**config.mk**
```make
export PLATFORM = sky130hd
export DESIGN_NAME = txb_serial_tx
export DESIGN_NICKNAME = d
export VERILOG_FILES = /design/src/rtl/txb_pkg.sv /design/src/rtl/txb_frame_budget.sv /design/src/rtl/txb_req_gate.sv /design/src/rtl/txb_shifter.sv /design/src/rtl/txb_serial_tx.sv
export SDC_FILE = /design/constraint.sdc
export NUM_CORES = 1
export LEC_CHECK = 0
export BUFFER_PORTS_ARGS = -buffer_cell sky130_fd_sc_hd__buf_4
export CAP_MARGIN = 20
export CORE_MARGIN = 5
export CORE_UTILIZATION = 37
export CTS_CLUSTER_SIZE = 8
export DETAILED_ROUTE_END_ITERATION = 7
export GPL_TIMING_DRIVEN = 0
export PLACE_DENSITY = 0.65
export SYNTH_ARGS = -nofsm -noshare
export SYNTH_HDL_FRONTEND = slang
export SYNTH_HIERARCHICAL = 1
export SYNTH_SLANG_ARGS = --single-unit
```
**constraint.sdc**
```tcl
create_clock -name clk -period 6.55 [get_ports clk]
set_input_delay 0.3275 -clock clk [delete_from_list [all_inputs] [get_ports clk]]
set_output_delay 0.3275 -clock clk [all_outputs]
set_load 0.05 [all_outputs]
```
**src/rtl/txb_pkg.sv**
```systemverilog
// Shared definitions for the request-gated serial transmitter.
// Assumes nothing beyond IEEE 1800-2017 packages.
package txb_pkg;
    // Phase of the shift engine
    typedef enum logic {
        PH_IDLE  = 1'b0,
        PH_SHIFT = 1'b1
    } txb_phase_e;

    // Counter width able to hold values 0..max_val
    function automatic int cnt_bits(input int max_val);
        return (max_val < 2) ? 1 : $clog2(max_val + 1);
    endfunction
endpackage

```
**src/rtl/txb_frame_budget.sv**
```systemverilog
// Frame bookkeeping: opens a frame on frame_start_i, latches the byte
// budget (limited to MAX_BYTES), counts bytes taken, emits the frame
// pulse and keeps the sticky violation flag.
// Assumes take_i is only high when room_o is high.
module txb_frame_budget #(
    parameter int MAX_BYTES = 255,
    parameter int CNT_W     = txb_pkg::cnt_bits(MAX_BYTES)
) (
    input  logic             clk,
    input  logic             rst_n,
    input  logic             frame_start_i,
    input  logic [CNT_W-1:0] frame_len_i,
    input  logic             take_i,
    input  logic             listen_i,
    input  logic             req_i,
    output logic             room_o,
    output logic             frm_o,
    output logic             viol_o
);
    localparam logic [CNT_W-1:0] LenCap = CNT_W'(MAX_BYTES);

    logic             open_q;
    logic [CNT_W-1:0] len_q;
    logic [CNT_W-1:0] sent_q;
    logic [CNT_W-1:0] len_clamped;

    // Limit the requested budget to the configured maximum
    always_comb begin
        len_clamped = (frame_len_i > LenCap) ? LenCap : frame_len_i;
    end

    // Budget left in the current frame
    always_comb begin
        room_o = open_q && (sent_q < len_q);
    end

    // Frame open state, budget and sent-byte count
    always_ff @(posedge clk) begin
        if (!rst_n) begin
            open_q <= 1'b0;
            len_q  <= '0;
            sent_q <= '0;
        end else if (frame_start_i) begin
            open_q <= 1'b1;
            len_q  <= len_clamped;
            sent_q <= '0;
        end else if (take_i) begin
            sent_q <= sent_q + 1'b1;
        end
    end

    // One-cycle frame pulse toward the consumer
    always_ff @(posedge clk) begin
        if (!rst_n) frm_o <= 1'b0;
        else        frm_o <= frame_start_i;
    end

    // Sticky flag for requests arriving without budget
    always_ff @(posedge clk) begin
        if (!rst_n)                              viol_o <= 1'b0;
        else if (frame_start_i)                  viol_o <= 1'b0;
        else if (listen_i && req_i && !room_o)   viol_o <= 1'b1;
    end
endmodule

```
**src/rtl/txb_req_gate.sv**
```systemverilog
// Decides at each edge whether a byte is taken: the shifter must be
// listening (idle or on its last bit), the consumer must request, the
// frame must have budget, and the producer must offer a byte.
// Pure combinational; assumes registered inputs from its neighbours.
module txb_req_gate (
    input  logic active_i,
    input  logic last_i,
    input  logic req_i,
    input  logic room_i,
    input  logic in_valid_i,
    output logic listen_o,
    output logic ready_o,
    output logic take_o
);
    // Listening window and handshake qualification
    always_comb begin
        listen_o = !active_i || last_i;
        ready_o  = listen_o && req_i && room_i;
        take_o   = ready_o && in_valid_i;
    end
endmodule

```
**src/rtl/txb_shifter.sv**
```systemverilog
// Byte shift engine: on load it raises the strobe for one cycle with
// the MSB on the line, then walks down to bit 0. When idle it holds the
// last driven bit. Assumes load_i is only high while listening.
module txb_shifter #(
    parameter int BYTE_W = 8,
    parameter int IDX_W  = txb_pkg::cnt_bits(BYTE_W - 1)
) (
    input  logic              clk,
    input  logic              rst_n,
    input  logic              load_i,
    input  logic [BYTE_W-1:0] data_i,
    output logic              active_o,
    output logic              last_o,
    output logic              bs_o,
    output logic              sd_o
);
    import txb_pkg::*;

    localparam logic [IDX_W-1:0] TopIdx = IDX_W'(BYTE_W - 1);

    txb_phase_e        phase_q;
    logic [BYTE_W-1:0] shreg_q;
    logic [IDX_W-1:0]  idx_q;

    // Phase, shift register, bit index and strobe
    always_ff @(posedge clk) begin
        if (!rst_n) begin
            phase_q <= PH_IDLE;
            shreg_q <= '0;
            idx_q   <= '0;
            bs_o    <= 1'b0;
        end else if (load_i) begin
            phase_q <= PH_SHIFT;
            shreg_q <= data_i;
            idx_q   <= TopIdx;
            bs_o    <= 1'b1;
        end else if (phase_q == PH_SHIFT && idx_q != '0) begin
            shreg_q <= {shreg_q[BYTE_W-2:0], 1'b0};
            idx_q   <= idx_q - 1'b1;
            bs_o    <= 1'b0;
        end else begin
            phase_q <= PH_IDLE;
            bs_o    <= 1'b0;
        end
    end

    // Line and status views of the engine
    always_comb begin
        sd_o     = shreg_q[BYTE_W-1];
        active_o = (phase_q == PH_SHIFT);
        last_o   = (phase_q == PH_SHIFT) && (idx_q == '0);
    end
endmodule

```
**src/rtl/txb_serial_tx.sv**
```systemverilog
// Top of the request-gated byte-strobe serial transmitter. Ties the
// frame budget, the request gate and the shift engine together.
// Assumes clk is the serial clock shared with the remote consumer.
module txb_serial_tx #(
    parameter int BYTE_W    = 8,
    parameter int MAX_BYTES = 255,
    parameter int CNT_W     = txb_pkg::cnt_bits(MAX_BYTES)
) (
    input  logic              clk,
    input  logic              rst_n,
    input  logic              frame_start_i,
    input  logic [CNT_W-1:0]  frame_len_i,
    input  logic [BYTE_W-1:0] in_data_i,
    input  logic              in_valid_i,
    output logic              in_ready_o,
    input  logic              req_i,
    output logic              frm_o,
    output logic              bs_o,
    output logic              sd_o,
    output logic              viol_o
);
    logic active_w;
    logic last_w;
    logic listen_w;
    logic take_w;
    logic room_w;

    txb_frame_budget #(
        .MAX_BYTES (MAX_BYTES),
        .CNT_W     (CNT_W)
    ) u_budget (
        .clk           (clk),
        .rst_n         (rst_n),
        .frame_start_i (frame_start_i),
        .frame_len_i   (frame_len_i),
        .take_i        (take_w),
        .listen_i      (listen_w),
        .req_i         (req_i),
        .room_o        (room_w),
        .frm_o         (frm_o),
        .viol_o        (viol_o)
    );

    txb_req_gate u_gate (
        .active_i   (active_w),
        .last_i     (last_w),
        .req_i      (req_i),
        .room_i     (room_w),
        .in_valid_i (in_valid_i),
        .listen_o   (listen_w),
        .ready_o    (in_ready_o),
        .take_o     (take_w)
    );

    txb_shifter #(
        .BYTE_W (BYTE_W)
    ) u_shift (
        .clk      (clk),
        .rst_n    (rst_n),
        .load_i   (take_w),
        .data_i   (in_data_i),
        .active_o (active_w),
        .last_o   (last_w),
        .bs_o     (bs_o),
        .sd_o     (sd_o)
    );
endmodule

```
==> run summary <==
clock tree buffer depth: 2
P_leak: 0.787 nW
Yosys cell types: 39
Antenna Violating Nets Remaining: 0
top-level port count: 26
worst skew pair latency: 0.28 ns
Synth async-reset ratio: 0%
Netlist Area Pre-Place: 1560 um2
CP startpoint kind: flop
gr ovfl total: 0
biggest area consumer among synthesized cells: dfxtp_1
die area: 5620 um2
hold path depth: 3
Worst Path Required: 6.76 ns
Final #Nets: 229
# hold bufs at CTS: 0
Initial Util: 38.5%
TritonCTS clock tree: yes
Root Buffer: clkbuf_8
first-pass GRT wire length: 5290 um
top-count cell post-synth: dfxtp_1
vias per cell: 4.83
register area: 641 um2
Hold Violations, Final: 0
Synthesized Nets: 197
gpl congestion: 0.712
vias in the first global route: 1161
status: finished clean
Chip Width: 75.0 um
# Post-CTS Setup Buffers: 0
setup ws final: 4.06 ns
top cell type's share of synthesized area: 41.0%
largest net degree at the start of global routing: 11
reg2reg path depth: 9
row cnt: 23
IO Port Bufs: 25
area of the multi-input gates: 820 um2
Num Clock Sinks: 32
Synth-to-Final Area Change: 21.8%
crit path capture type: flop
HPWL after DPL: 2250 um
share of cells above drive strength 1: 21.6%
worst stage delay on the critical path: 0.41 ns
final worst-path cycle share: 38.1%
Reg clk slew, reported paths: 0.06 ns
Setup Skew: 0.00199 ns
Synth Register Bits: 32
pwr dens: 220 nW/um2
Post-CTS Resized: 0
Worst Setup SP: u_budget/sent_q[3]$_SDFFE_PP0P_
die height: 75.0 um
RSZ-0062 raised after global routing: no
# DRC: 0
max-slew violation total from the final report: 0
Area contributors post-synth: dfxtp_1 (41%), ha_1 (8.0%), mux2i_1 (5.8%)
Synth Flop Type: dfxtp_1
max cap viols: 0
drt first pass iters: 4
cts bufs inserted: 5
Tightest Hold Check Type: primary input to flop
Worst-Margin Slew: 0.412 ns
post-synthesis sequential area ratio: 41.0%
DR WL/cell: 12.7 um
cell mode on critical path: a21oi_1
Critical R2R Capture: u_budget/sent_q[7]$_SDFFE_PP0P_
fmax: 401 MHz
final setup fails: 0
relative slew slack: 72.5%
CTS H-tree lvls: 2
# fillers: 398
crit-path cells: ha_1, a211oi_1, o21ai_0, a21oi_1, and4_4, buf_4, nand4_2, or3_1, a21oi_1
Inserted Diodes: 0
Post-Place Setup Slack: 4.08 ns
Post-Route WL: 3160 um
Synth Instances: 166
critical path class: flop to flop
Global Route Usage Sum: 12.6%
setup TNS: 0 ns
Placed Instances: 241
Final Non-Filler Cells: 249
number of DRC markers in iteration 0: 80
core box area: 4060 um2
Synthesis Warnings: 6
CP max FO: 7
synthesized area per cell: 9.41 um2
Post-synth EDFFs: 0
reg2reg setup slack: 4.06 ns
DR vias: 1202
Crit path arrival time: 2.70 ns
CP Capture Point: u_budget/sent_q[7]$_SDFFE_PP0P_
reg2reg start: u_budget/sent_q[3]$_SDFFE_PP0P_
Util after Layout: 46.9%
min cycle time layout: 2.49 ns
Post-synth top cells: dfxtp_1 (32), inv_1 (13), nor2_1 (13), ha_1 (10), o21ai_0 (10)
Worst VDD drop: 0.118 mV
initial antenna violation count: 0
slowest CP cell: dfxtp_1
[metal layers]
layer,global-route usage (%),wire [um],vias up
met5,0,0,-
met2,17.6,1280,29
met3,3.07,164,8
li1,-,-,641
met4,8.30,93,0
met1,17.1,1620,524
[kinds of logic (layout without fill, tap and decap cells)]
group                    after synthesis  count (layout)  share of synthesized area, %
AO/OA/AOI/OAI                         39              39                          17.1
XOR/XNOR                               5               5                          2.80
adder cells (fa/ha/maj)               10              10                          8.01
buffers and inverters                 22              55                          6.49
flip-flops                            32              32                          41.0
multiplexers                           9               9                          5.77
AND/OR/NAND/NOR                       49              49                          18.8
[critical path: cells and delay by family, from the launching register on]
kind                       cells  cell delay, ns
buffers and inverters          1            0.16
AOI/OAI and AO/OA              4            0.76
DFF                            1            0.41
and+or+nand+nor                3            0.82
adders and majority gates      1            0.27
[per-stage QoR]
stage | total power, mW | hold WS [ns] | instance area [um2]
after floorplan | 0.246 | 0.428 | 1560
after global placement | 0.266 | 0.444 | 1810
after detailed placement | 0.267 | 0.445 | 1810
after CTS | 0.424 | 0.296 | 1900
after global routing | 0.437 | 0.315 | 1900
final | 0.418 | 0.307 | 1900
[flip-flops by register name (all words and copies together), names as in the netlist]
name	cells
u_budget/len_q	8
u_budget/frm_o	1
u_budget/open_q	1
u_shift/bs_o	1
u_shift/idx_q	3
u_shift/shreg_q	8
u_budget/viol_o	1
u_budget/sent_q	8
u_shift/active_o	1
[worst min-delay path by stage]
stage | from | endpoint | slack, ns
6_report | frame_len_i[1] | u_budget/len_q[1]$_SDFFE_PN0P_ | 0.31
5_1_grt | in_data_i[0] | u_shift/shreg_q[0]$_SDFFE_PN0P_ | 0.32
4_1_cts | frame_len_i[0] | u_budget/len_q[0]$_SDFFE_PN0P_ | 0.30
3_5_place_dp | u_budget/open_q$_SDFFE_PN0P_ | u_budget/open_q$_SDFFE_PN0P_ | 0.44
3_3_place_gp | u_budget/open_q$_SDFFE_PN0P_ | u_budget/open_q$_SDFFE_PN0P_ | 0.44
2_1_floorplan | u_budget/open_q$_SDFFE_PN0P_ | u_budget/open_q$_SDFFE_PN0P_ | 0.43
[final cells by class]
| type | instances | area share (%) |
|---|---|---|
| clock buffers | 8 | 4.74 |
| repair buffers | 25 | 9.87 |
| flip-flops and latches | 32 | 33.7 |
| well taps | 50 | 3.29 |
| multi-input cells | 112 | 43.1 |
| inverters | 13 | 2.57 |
| plain buffers | 9 | 2.76 |
[cells in the final DEF, fill, tap and decap left out, types with 5 or more instances in the layout]
cell	netlist	routed
clkbuf_8	0	6
nor2b_1	8	8
buf_4	2	27
clkbuf_1	3	5
dfxtp_1	32	32
o21ai_0	10	10
a211oi_1	8	8
inv_1	13	13
ha_1	10	10
mux2i_1	9	9
nor2_1	13	13
a21boi_0	7	7
nand2_1	6	6
[power by group]
group | internal [mW] | total [mW] | switching, mW
Sequential | 0.203 | 0.206 | 0.00348
Clock | 0.0856 | 0.156 | 0.0701
Combinational | 0.0267 | 0.0562 | 0.0296
Power figures use the tool's default switching activity.
